--- src/rtl/alu_pkg.sv ---
package alu_pkg;
  localparam int unsigned ALU_W = 16;

  typedef struct packed {
    logic clr_a;
    logic neg_a;
    logic clr_b;
    logic neg_b;
    logic use_add;
    logic neg_out;
  } alu_ctrl_t;
endpackage

--- src/rtl/alu_operand_cond.sv ---
module alu_operand_cond #(
  parameter int unsigned WIDTH = 16
) (
  input  logic [WIDTH-1:0] opnd_i,
  input  logic             clr_i,
  input  logic             neg_i,
  output logic [WIDTH-1:0] opnd_o
);
  logic [WIDTH-1:0] cleared;

  // clear stage first, complement stage second
  always_comb begin
    cleared = clr_i ? '0 : opnd_i;
    opnd_o  = neg_i ? ~cleared : cleared;
  end
endmodule

--- src/rtl/alu_half_add.sv ---
module alu_half_add (
  input  logic p_i,
  input  logic q_i,
  output logic s_o,
  output logic c_o
);
  assign s_o = p_i ^ q_i;
  assign c_o = p_i & q_i;
endmodule

--- src/rtl/alu_full_add.sv ---
module alu_full_add (
  input  logic p_i,
  input  logic q_i,
  input  logic c_i,
  output logic s_o,
  output logic c_o
);
  logic hs, hc0, hc1;

  alu_half_add i_ha0 (.p_i(p_i), .q_i(q_i), .s_o(hs),  .c_o(hc0));
  alu_half_add i_ha1 (.p_i(hs),  .q_i(c_i), .s_o(s_o), .c_o(hc1));
  assign c_o = hc0 | hc1;
endmodule

--- src/rtl/alu_ripple_add.sv ---
module alu_ripple_add #(
  parameter int unsigned WIDTH = 16
) (
  input  logic [WIDTH-1:0] p_i,
  input  logic [WIDTH-1:0] q_i,
  output logic [WIDTH-1:0] sum_o
);
  localparam int unsigned TOP = WIDTH - 1;

  logic [TOP:0] carry;
  logic         unused_top_carry;

  alu_half_add i_bit0 (
    .p_i(p_i[0]), .q_i(q_i[0]), .s_o(sum_o[0]), .c_o(carry[0])
  );

  genvar k;
  generate
    for (k = 1; k < WIDTH; k++) begin : g_stage
      alu_full_add i_fa (
        .p_i(p_i[k]), .q_i(q_i[k]), .c_i(carry[k-1]),
        .s_o(sum_o[k]), .c_o(carry[k])
      );
    end
  endgenerate

  // carry out of the top stage is dropped
  assign unused_top_carry = carry[TOP];
endmodule

--- src/rtl/alu_flags.sv ---
module alu_flags #(
  parameter int unsigned WIDTH = 16
) (
  input  logic [WIDTH-1:0] res_i,
  output logic             zero_o,
  output logic             neg_o
);
  assign zero_o = ~|res_i;
  assign neg_o  = res_i[WIDTH-1];
endmodule

--- src/rtl/preset_alu.sv ---
module preset_alu
  import alu_pkg::*;
#(
  parameter int unsigned WIDTH = ALU_W
) (
  input  logic [WIDTH-1:0] a_i,
  input  logic [WIDTH-1:0] b_i,
  input  logic             clr_a_i,
  input  logic             neg_a_i,
  input  logic             clr_b_i,
  input  logic             neg_b_i,
  input  logic             use_add_i,
  input  logic             neg_out_i,
  output logic [WIDTH-1:0] result_o,
  output logic             is_zero_o,
  output logic             is_neg_o
);
  alu_ctrl_t        ctrl;
  logic [WIDTH-1:0] a_cond, b_cond, sum, core;

  assign ctrl = '{clr_a: clr_a_i, neg_a: neg_a_i, clr_b: clr_b_i,
                  neg_b: neg_b_i, use_add: use_add_i, neg_out: neg_out_i};

  alu_operand_cond #(.WIDTH(WIDTH)) i_cond_a (
    .opnd_i(a_i), .clr_i(ctrl.clr_a), .neg_i(ctrl.neg_a), .opnd_o(a_cond)
  );
  alu_operand_cond #(.WIDTH(WIDTH)) i_cond_b (
    .opnd_i(b_i), .clr_i(ctrl.clr_b), .neg_i(ctrl.neg_b), .opnd_o(b_cond)
  );

  alu_ripple_add #(.WIDTH(WIDTH)) i_add (
    .p_i(a_cond), .q_i(b_cond), .sum_o(sum)
  );

  always_comb begin
    core     = ctrl.use_add ? sum : (a_cond & b_cond);
    result_o = ctrl.neg_out ? ~core : core;
  end

  alu_flags #(.WIDTH(WIDTH)) i_flags (
    .res_i(result_o), .zero_o(is_zero_o), .neg_o(is_neg_o)
  );
endmodule

--- config.mk ---
export PLATFORM = sky130hd
export DESIGN_NAME = preset_alu
export DESIGN_NICKNAME = d
export VERILOG_FILES = /design/src/rtl/alu_pkg.sv /design/src/rtl/alu_operand_cond.sv /design/src/rtl/alu_half_add.sv /design/src/rtl/alu_full_add.sv /design/src/rtl/alu_ripple_add.sv /design/src/rtl/alu_flags.sv /design/src/rtl/preset_alu.sv
export SDC_FILE = /design/constraint.sdc
export NUM_CORES = 1
export LEC_CHECK = 0
export ABC_CLOCK_PERIOD_IN_PS = 8300
export BUFFER_PORTS_ARGS = -buffer_cell sky130_fd_sc_hd__buf_2
export CAP_MARGIN = 30
export CORE_MARGIN = 2
export CORE_UTILIZATION = 49
export DETAILED_ROUTE_END_ITERATION = 8
export PLACE_DENSITY = 0.8
export SETUP_SLACK_MARGIN = 0.5
export SYNTH_ARGS = -nofsm -noshare
export SYNTH_HDL_FRONTEND = slang
export SYNTH_SLANG_ARGS = --single-unit
export TNS_END_PERCENT = 100
--- constraint.sdc ---
create_clock -name vclk -period 8.3
set_clock_uncertainty 0.2 [all_clocks]
set_input_delay 0.83 -clock vclk [all_inputs]
set_output_delay 0.83 -clock vclk [all_outputs]
set_load 0.02 [all_outputs]
# Yosys cells after proc, flatten, opt, wreduce, memory -nomap -nowiden
# Cells that the tools add are included.
# totals
regBits,0
latchBits,0
ram_bits,0
rom_bits,0
mem_count,0
# classes
addsub,0
mul,0
n_div,0
n_lt_le_gt_ge,0
n_eq_ne,0
n_shift,0
muxes,6
bitwise_logic,78
reduce_logical,2
# op_table
op,n
2-to-1 mux 16 bit,6
inverter 16 bit,3
bitwise XOR 1 bit,31
AND 1 bit,29
AND 16 bit,1
OR reduction 16 bit,1
OR 1 bit,14
logical NOT 1 bit,1

# Depth between registers and ports, before layout
# Gate-level depths: netlist of the first run.
# logic_depth
word_depth,38
mapped_depth,24

# By module
# A second synthesis of the first run with hierarchy kept.
# unflattened
hier_cells,214
area_unflattened_um2,2173.3
# by_module_without_submodules
module,n_inst,cells_per_inst,area_each_um2,seq_area_each_um2
alu_operand_cond,2,35,432.9,0.0
preset_alu,1,92,784.5,0.0
alu_half_add,31,1,12.5,0.0
alu_full_add,15,1,6.3,0.0
alu_flags,1,6,41.3,0.0

# Worst setup path before layout of the first run
# Ideal clock, no wire load.
# synth_path
path_type,input to output
startpoint,input port neg_a_i
endpoint,output port is_zero_o
arrival_ps,8324
t_required_ps,7270
setup_slack_ps,-1054
path_stages,23
path_cell_list,clkbuf_1 -> buf_2 -> xnor2_1 -> ha_1 -> inv_1 -> fa_1 -> fa_1 -> fa_1 -> fa_1 -> fa_1 -> fa_1 -> fa_1 -> fa_1 -> fa_1 -> fa_1 -> fa_1 -> fa_1 -> fa_1 -> fa_1 -> xnor2_1 -> mux2i_1 -> xnor2_1 -> nor4_2
# synth_between
elab_chain_cells,36
# synth_lines
item,line_no,text
from (decl),preset_alu.sv:9,"input logic neg_a_i,"
2-to-1 mux 16 bit (*),alu_operand_cond.sv:14,opnd_o = neg_i ? ~cleared : cleared;
bitwise XOR 1 bit or AND 1 bit (tied branches),"alu_half_add.sv:7, alu_half_add.sv:8",
AND 1 bit,alu_half_add.sv:8,assign c_o = p_i & q_i;
OR 1 bit,alu_full_add.sv:12,assign c_o = hc0 | hc1;
AND 1 bit,alu_half_add.sv:8,
OR 1 bit,alu_full_add.sv:12,
AND 1 bit,alu_half_add.sv:8,
OR 1 bit,alu_full_add.sv:12,
[21 not listed],--,
OR 1 bit,alu_full_add.sv:12,
bitwise XOR 1 bit,alu_half_add.sv:7,assign s_o = p_i ^ q_i;
2-to-1 mux 16 bit (*),preset_alu.sv:36,core = ctrl.use_add ? sum : (a_cond & b_cond);
inverter 16 bit,preset_alu.sv:37,result_o = ctrl.neg_out ? ~core : core;
2-to-1 mux 16 bit (*),preset_alu.sv:37,
via is_neg_o,preset_alu.sv:16,output logic is_neg_o
OR reduction 16 bit (*),alu_flags.sv:8,assign zero_o = ~|res_i;
logical NOT 1 bit (*),alu_flags.sv:8,
to (decl),preset_alu.sv:15,"output logic is_zero_o,"
# The timed path passes the listed nets; every way through them passes the cells marked *.

# Final worst setup path of the first run
# layout_path
startpoint,input port clr_a_i
endpoint,output port is_zero_o
# layout_between
elab_chain_cells,38
# layout_lines
item,line_no,text
from (decl),preset_alu.sv:8,"input logic clr_a_i,"
2-to-1 mux 16 bit (*),alu_operand_cond.sv:13,cleared = clr_i ? '0 : opnd_i;
inverter 16 bit,alu_operand_cond.sv:14,
2-to-1 mux 16 bit (*),alu_operand_cond.sv:14,
bitwise XOR 1 bit or AND 1 bit (tied branches),"alu_half_add.sv:7, alu_half_add.sv:8",
AND 1 bit,alu_half_add.sv:8,
OR 1 bit,alu_full_add.sv:12,
AND 1 bit,alu_half_add.sv:8,
OR 1 bit,alu_full_add.sv:12,
[22 not listed],--,
AND 1 bit,alu_half_add.sv:8,
OR 1 bit,alu_full_add.sv:12,
bitwise XOR 1 bit,alu_half_add.sv:7,
2-to-1 mux 16 bit (*),preset_alu.sv:36,
inverter 16 bit,preset_alu.sv:37,
2-to-1 mux 16 bit (*),preset_alu.sv:37,
OR reduction 16 bit (*),alu_flags.sv:8,
logical NOT 1 bit (*),alu_flags.sv:8,
# Mark *: on every way between the ends. The rest lies on a longest branch, timed or not.

==> flow_summary_export.csv, run 1 <==
group,metric,value,unit
run,max_cap_violations,0,
timing,setup_violations,1,
cells_and_area,finish.instance_area,2210,um2
floorplanning,fp-row-count,21,
detailed_routing,wl,3750,um
timing,whs,2170,ps
floorplanning,die_area,3870,um2
synth,ys_top_cells_by_area,"xnor2_1 (26%), fa_1 (17%), ha_1 (12%)",
power,p_leak,1.04,nW
placement,placed_area,2090,um2
floorplanning,initial_core_util,50.6,%
grt,grt_use_total,19.0,%
detailed_routing,routedWlPerCell,11.8,um
cells_and_area,fin_nets,341,
synth,synth_area_leader_cell,"xnor2_1",
synth,synth_top_area_share,25.8,%
timing,tightest_slew,709,ps
cells_and_area,nFlopsAndLatches,0,
cells_and_area,instances_no_fill,317,
timing,fmax,0.119,GHz
detailed_routing,drtAntennaViolNets,0,
power,power_density,120,nW/um2
cells_and_area,nClkBuffers,0,
outcome,status,"finished, violations left",
synth,synth.avg_cell_area,7.76,um2
floorplanning,num_io_pins,56,
cells_and_area,drive_above_1_share,37.6,%
grt,gr-total-overflow,0,
floorplanning,die_w,62.2,um
detailed_routing,drc_errors,0,
timing,period_share,101,%
placement,io_buffers,56,
synth,syn-num-nets,282,
grt,grt_busiest_layer,"met2",
cells_and_area,antennaDiodeCount,0,
worst_hold_path,hold_class,"input port to primary output",
synth,yosys_warnings,0,
timing,finalCriticalPeriod,8390,ps
floorplanning,dieHeight,62.2,um
timing,relSlewSlack,52.7,%
placement,dp_hpwl,3170,um
timing,rsz0062_at_grt,"true",
grt,grt_pass1_vias,1449,
grt,met2_usage,38.3,%
detailed_routing,avgViaCountPerCell,4.77,
timing,setup_ws,-86.2,ps
placement,gp_congestion,0.847,
setup_path,cp-start-kind,"input port",
detailed_routing,drtIter0Drc,75,
setup_path,crit_required,7270,ps
detailed_routing,via_count,1513,
synth,synth_cell_types,31,
cells_and_area,nFillCells,262,
synth,syn_inst,214,
setup_path,crit_fanout,3,
placement,placed_cells,314,
outcome,violations,"negative setup slack",
timing,drv_slew,0,
grt,grt_max_degree,31,
setup_path,end_kind,"primary output",
placement,pre_cts_ws,-239,ps
setup_path,path_class,"input port to primary output",
synth,ys_seq_area_share,0,%
grt,grt_pass1_wl,6140,um
cells_and_area,syn_to_final_growth,33.2,%
detailed_routing,drtPass1Iterations,4,
cells_and_area,final-seq-area,0,um2
setup_path,arrival,7360,ps
grt,antenna_found_initial,0,
grt,met3_usage,0,%
floorplanning,coreArea,3280,um2
synth,netlist_area,1660,um2
power,ir_drop,0.0957,mV
timing,hold_violations,0,
grt,met1_usage,23.8,%
==> cell type report <==
| class | instances | area, um2 | share of cell area, % |
|---|---|---|---|
| well taps | 46 | 57.6 | 2.60 |
| multi-input cells | 168 | 1620 | 73.1 |
| inverters | 33 | 124 | 5.60 |
| repair buffers | 70 | 414 | 18.7 |
==> worst max-delay path: stages <==
cell      delay [ps]
buf_8            100
nand2b_4         130
xnor2_2          120
ha_2             200
inv_2             40
fa_2             340
fa_2             360
fa_2             350
fa_2             350
fa_2             350
fa_2             350
fa_2             360
fa_2             350
fa_2             350
fa_2             350
fa_2             350
fa_2             340
fa_2             340
fa_2             420
inv_2             80
mux2i_4          100
nor4b_4          290
a31oi_4           60
nor4_4           270
buf_4            180
==> metrics by stage <==
step | power [mW] | setup TNS, ps | utilization (%)
final | 0.264 | -86.2 | 67.3
after global routing | 0.290 | -344 | 67.3
after CTS | 0.263 | -101 | 66.9
after detailed placement | 0.246 | -239 | 63.8
after global placement | 0.241 | -124 | 63.8
after floorplan | 0.190 | 0 | -
==> power breakdown <==
| part | internal (mW) | switching, mW | leakage, nW |
|---|---|---|---|
| clock network | 0 | 0 | 0 |
| logic | 0.121 | 0.144 | 1.04 |
| registers | 0 | 0 | 0 |
==> repair_timing <==
item                                    in CTS  in global routing
endpoints found under the setup margin       5                  5
pin swaps                                    5                  0
hold buffers                                 0                  0
buffers inserted                             2                  1
hold endpoints to repair                     0                  0
gates cloned                                 0                  0
resized for setup                           17                  1
==> worst paths after layout <==
kind | from | to | slack, ps | depth (start not counted)
worst max-delay path | clr_a_i | is_zero_o | -90 | 25
worst min-delay path | neg_out_i | result_o[4] | 2170 | 3
==> cell usage in the layout, fill, tap and decap left out, types with 2 or more instances in the layout <==
cell type	n
nand2_1	13
o21ai_0	14
buf_4	19
nand2b_1	30
nand3_1	5
ha_1	15
buf_2	49
nand2b_4	2
inv_2	2
xnor2_1	44
mux2i_4	2
xnor2_2	5
inv_1	31
mux2i_1	4
fa_2	14
nand4_1	2
nor3_1	2
==> layer usage <==
metal	routed length [um]	vias up	part of all wire, %
met3	95	2	2.5
li1	-	776	-
met5	0	-	0
met1	1580	702	42
met4	19	0	0.51
met2	2060	33	55
==> cells by family after synthesis <==
family | synth area share [%]
simple gates | 22.7
buf+inv | 12.0
compound gates | 6.93
mux | 3.62
fa+ha+maj | 28.9
xor+xnor | 25.8
==> cell usage after synthesis, types with 2 or more instances <==
cell type  count
ha_1          16
xnor2_1       49
clkbuf_1       5
inv_1         33
nand4_1        2
buf_2          3
o21ai_0       14
nand2b_1      32
buf_6          2
nand2_1       13
fa_1          14
mux2i_1        6
nor3_1         2
buf_4          2
nand3_1        5
Power figures use the tool's default switching activity.
==> run 2: changes to the inputs <==
- RECOVER_POWER: not set -> 50
- REMOVE_ABC_BUFFERS: not set -> 1
==> flow_summary_export.csv, run 2 (synthesis gave the netlist of run 1 again) <==
group,metric,value,unit
floorplanning,num_io_pins,56,
timing,relSlewSlack,53.5,%
floorplanning,die_area,3870,um2
timing,fin_setup_tns,-441,ps
timing,rsz0062_at_grt,"true",
placement,dp_hpwl,3040,um
timing,setup_violations,4,
cells_and_area,nFlopsAndLatches,0,
power,finalPower,0.280,mW
grt,grt_max_degree,31,
power,power_density,126,nW/um2
setup_path,end_kind,"primary output",
cells_and_area,nFillCells,282,
detailed_routing,drc_errors,0,
detailed_routing,drtPass1Iterations,4,
grt,grt_use_total,21.1,%
setup_path,path_common_cell,"fa_2",
setup_path,worstPathCellList,"buf_8, nand2b_4, xnor2_2, ha_2, inv_2, fa_2, fa_2, fa_2, fa_2, fa_2, fa_2, fa_2, fa_2, fa_2, fa_2, fa_2, fa_2, fa_2, fa_2, xnor2_2, mux2i_1, xnor2_1, nor4_2, buf_4",
run,max_cap_violations,0,
timing,whs,2160,ps
timing,period_share,102,%
setup_path,slowest_delay,390,ps
worst_hold_path,hold_class,"input port to primary output",
cells_and_area,nClkBuffers,0,
outcome,status,"finished, violations left",
cells_and_area,layout_common_cells,"xnor2_1 (43), buf_2 (43), nand2b_1 (30), inv_1 (30), buf_4 (21)",
setup_path,cp_top_family,"adder cells",
grt,grt_pass1_vias,1591,
cells_and_area,fin_nets,348,
floorplanning,die_w,62.2,um
setup_path,path_class,"input port to primary output",
detailed_routing,wl,4160,um
power,p_leak,1.05,nW
placement,gp_congestion,0.785,
detailed_routing,via_count,1585,
timing,tightest_slew,698,ps
setup_path,crit_required,7270,ps
grt,grt_pass1_wl,6840,um
placement,io_buffers,56,
detailed_routing,drtIter0Drc,103,
cells_and_area,final-seq-area,0,um2
detailed_routing,drtAntennaViolNets,0,
floorplanning,initial_core_util,50.6,%
timing,setup_ws,-204,ps
cells_and_area,finish.utilization,67.5,%
grt,antenna_found_initial,0,
cells_and_area,antennaDiodeCount,0,
setup_path,cp.buffers_inverters,3,
timing,hold_violations,0,
setup_path,crit_fanout,4,
timing,drv_slew,0,
floorplanning,dieHeight,62.2,um
setup_path,crit_slowest_cell,"fa_2",
grt,gr-total-overflow,0,
cells_and_area,finish.instance_area,2220,um2
floorplanning,fp-row-count,21,
outcome,violations,"negative setup slack",
detailed_routing,routedWlPerCell,12.8,um
power,ir_drop,0.0723,mV
setup_path,arrival,7470,ps
floorplanning,coreArea,3280,um2
cells_and_area,syn_to_final_growth,33.6,%
timing,fmax,0.118,GHz
cells_and_area,drive_above_1_share,36.7,%
setup_path,cp-start-kind,"input port",
timing,finalCriticalPeriod,8500,ps
detailed_routing,avgViaCountPerCell,4.89,
placement,placed_area,2050,um2
-- run 2: through the flow --
step	cells	worst slack [ps]
global placement	320	-684
global route	324	-381
floorplan	201	-712
CTS	324	-237
detailed placement	320	-849
finish	324	-204
-- run 2: power breakdown --
group | internal, mW | total [mW] | switching [mW] | leakage, nW
Clock | 0 | 0 | 0 | 0
Combinational | 0.132 | 0.280 | 0.148 | 1.05
Sequential | 0 | 0 | 0 | 0
-- run 2: layout make-up --
cell class / count / area [um2] / share of cell area [%]
Inverter: 33 / 124 / 5.58
Multi-Input combinational cell: 168 / 1570 / 70.6
Tap cell: 46 / 57.6 / 2.59
Timing Repair Buffer: 77 / 470 / 21.2
-- run 2: metal layers --
metal  routed length, um  global-route usage (%)  share of wire (%)
met4                 136                    6.11                3.3
met2                2230                    41.8                 54
met5                   0                       0                  0
met1                1600                    24.1                 38
met3                 189                    1.09                4.5
-- run 2: final timing paths --
path,to,start,depth (start not counted),slack (ps)
worst max-delay path,is_zero_o,clr_a_i,24,-200
worst min-delay path,result_o[8],neg_out_i,3,2160
-- run 2: timing repair --
item | 4_1_cts | 5_1_grt
hold endpoints to repair | 0 | 0
cloned | 0 | 0
setup endpoints to repair | 6 | 6
gates resized for setup | 35 | 6
hold buffers | 0 | 0
setup buffers | 4 | 0
pin swaps | 9 | 5
==> run 3: changes to the inputs <==
- ABC_AREA: not set -> 1
- ABC_CLOCK_PERIOD_IN_PS: 8300 -> 10800
- CORE_UTILIZATION: 49 -> 55
- PLACE_DENSITY: 0.8 -> 0.85
- clock period: 8.3 -> 10.8 ns (I/O delays scaled with it)
==> flow_summary_export.csv, run 3 <==
group,metric,value,unit
detailed_routing,via_count,1704,
detailed_routing,routedWlPerCell,9.89,um
synth,synth.most_common_cell,"nand2_1",
synth,synth.avg_cell_area,5.82,um2
detailed_routing,avgViaCountPerCell,4.64,
timing,fin_setup_tns,0,ps
cells_and_area,instances_no_fill,367,
grt,gr-total-overflow,0,
timing,drv_slew,0,
detailed_routing,drtPass1Iterations,6,
clocking,ctsResizeCount,0,
clocking,cts_setup_buffers,0,
cells_and_area,mostFrequentLayoutCell,"nand2_1",
floorplanning,fp-row-count,20,
power,ir_drop,0.0296,mV
synth,synth_cell_types,15,
timing,hold_violations,0,
placement,io_buffers,56,
grt,grt_pass1_wl,6150,um
setup_path,arrival,8590,ps
setup_path,crit_fanout,16,
timing,tightest_slew,513,ps
timing,finalCriticalPeriod,9870,ps
timing,period_share,91.4,%
grt,antenna_found_initial,0,
synth,yosys_warnings,0,
cells_and_area,nClkBuffers,0,
timing,setup_violations,0,
cells_and_area,multi_input_area,1360,um2
timing,relSlewSlack,65.8,%
cells_and_area,nFillCells,288,
synth,netlist_area,1690,um2
timing,setup_ws,928,ps
cells_and_area,antennaDiodeCount,0,
setup_path,end_kind,"primary output",
cells_and_area,drive_above_1_share,16.5,%
floorplanning,coreArea,2980,um2
synth,synth_top_area_share,24.8,%
synth,ys_seq_area_share,0,%
outcome,status,"finished clean",
floorplanning,die_w,59.5,um
cells_and_area,syn_to_final_growth,14.2,%
floorplanning,dieHeight,59.5,um
setup_path,slowest_delay,490,ps
cells_and_area,nFlopsAndLatches,0,
setup_path,crit_slowest_cell,"fa_1",
placement,placed_cells,367,
cells_and_area,final-seq-area,0,um2
floorplanning,initial_core_util,56.8,%
timing,rsz0062_at_grt,"false",
cells_and_area,finish.utilization,64.9,%
detailed_routing,wl,3630,um
power,power_density,72.5,nW/um2
power,p_leak,1.22,nW
grt,grt_max_degree,33,
setup_path,path_class,"input port to primary output",
setup_path,cp-start-kind,"input port",
synth,synth_area_leader_cell,"nand2_1",
synth,syn_inst,291,
detailed_routing,drtAntennaViolNets,0,
floorplanning,num_io_pins,56,
placement,pre_cts_ws,935,ps
placement,dp_hpwl,2910,um
detailed_routing,drc_errors,0,
run,max_cap_violations,0,
worst_hold_path,hold_class,"input port to primary output",
synth,ys_top_cells_by_area,"nand2_1 (25%), fa_1 (17%), xor2_1 (17%)",
setup_path,crit_required,9520,ps
cells_and_area,layout_common_cells,"nand2_1 (112), inv_1 (65), buf_2 (47), xor2_1 (32), nand3_1 (20)",
timing,fmax,0.101,GHz
cells_and_area,fin_nets,404,
floorplanning,die_area,3540,um2
grt,grt_use_total,21.8,%
synth,synth_common_cells,"nand2_1 (112), inv_1 (65), xor2_1 (32)",
grt,grt_pass1_vias,1457,
setup_path,path_common_cell,"fa_1",
detailed_routing,drtIter0Drc,68,
placement,gp_congestion,0.802,
clocking,hold_buffers,0,
run 3: changes by cell type in the layout (fill, tap and decap cells not counted), sizes merged, moves of 4 or more:
cell,previous run,this run
nand2,13,112
nand2b,32,0
xnor2,49,0
nor2,1,5
nand3,5,20
or2,0,5
mux2i,6,0
inv,33,67
o21ai,14,5
xor2,0,32
buf,70,48
run 3: final timing paths:
check,start,end,depth (start not counted)
worst min-delay path,neg_out_i,result_o[0],4
worst max-delay path,clr_a_i,is_zero_o,30
run 3: power by group:
| part | total (mW) | internal (mW) | leakage [nW] | switching, mW |
|---|---|---|---|---|
| registers | 0 | 0 | 0 | 0 |
| clock network | 0 | 0 | 0 | 0 |
| logic | 0.140 | 0.0519 | 1.22 | 0.0883 |
run 3: kinds of logic after synthesis:
kind of cell | Yosys count | synth area share, %
AOI/OAI and AO/OA | 6 | 1.92
and+or+nand+nor | 142 | 33.7
buffers and inverters | 81 | 19.4
xor gates and xnor gates | 32 | 16.6
adders and majority gates | 30 | 28.4
run 3: routing by layer:
layer	vias up	global-route usage, %	part of all wire [%]
met1	739	29.4	44
met4	0	0.325	0
met2	52	40.7	52
met3	0	0.655	4.5
li1	913	-	-
met5	-	0	0
run 3: area by class of cell:
cell class | count | area share [%]
inverter | 67 | 13.0
multi-input combinational | 210 | 70.6
tap | 33 | 2.14
timing repair buffer | 57 | 14.3
run 3: worst max-delay path, delay by kind of cell:
family / cells / cell delay [ps]
adders and majority gates: 15 / 5900
buffers and inverters: 5 / 730
and+or+nand+nor: 9 / 720
xor gates and xnor gates: 1 / 160
run 3: stage by stage:
step / power, mW / area [um2] / hold WS (ps)
detailed placement: 0.142 / 1940 / 2530
global placement: 0.139 / 1940 / 2530
global route: 0.162 / 1930 / 2580
finish: 0.140 / 1930 / 2550
CTS: 0.142 / 1940 / 2530
floorplan: 0.102 / 1620 / 2160
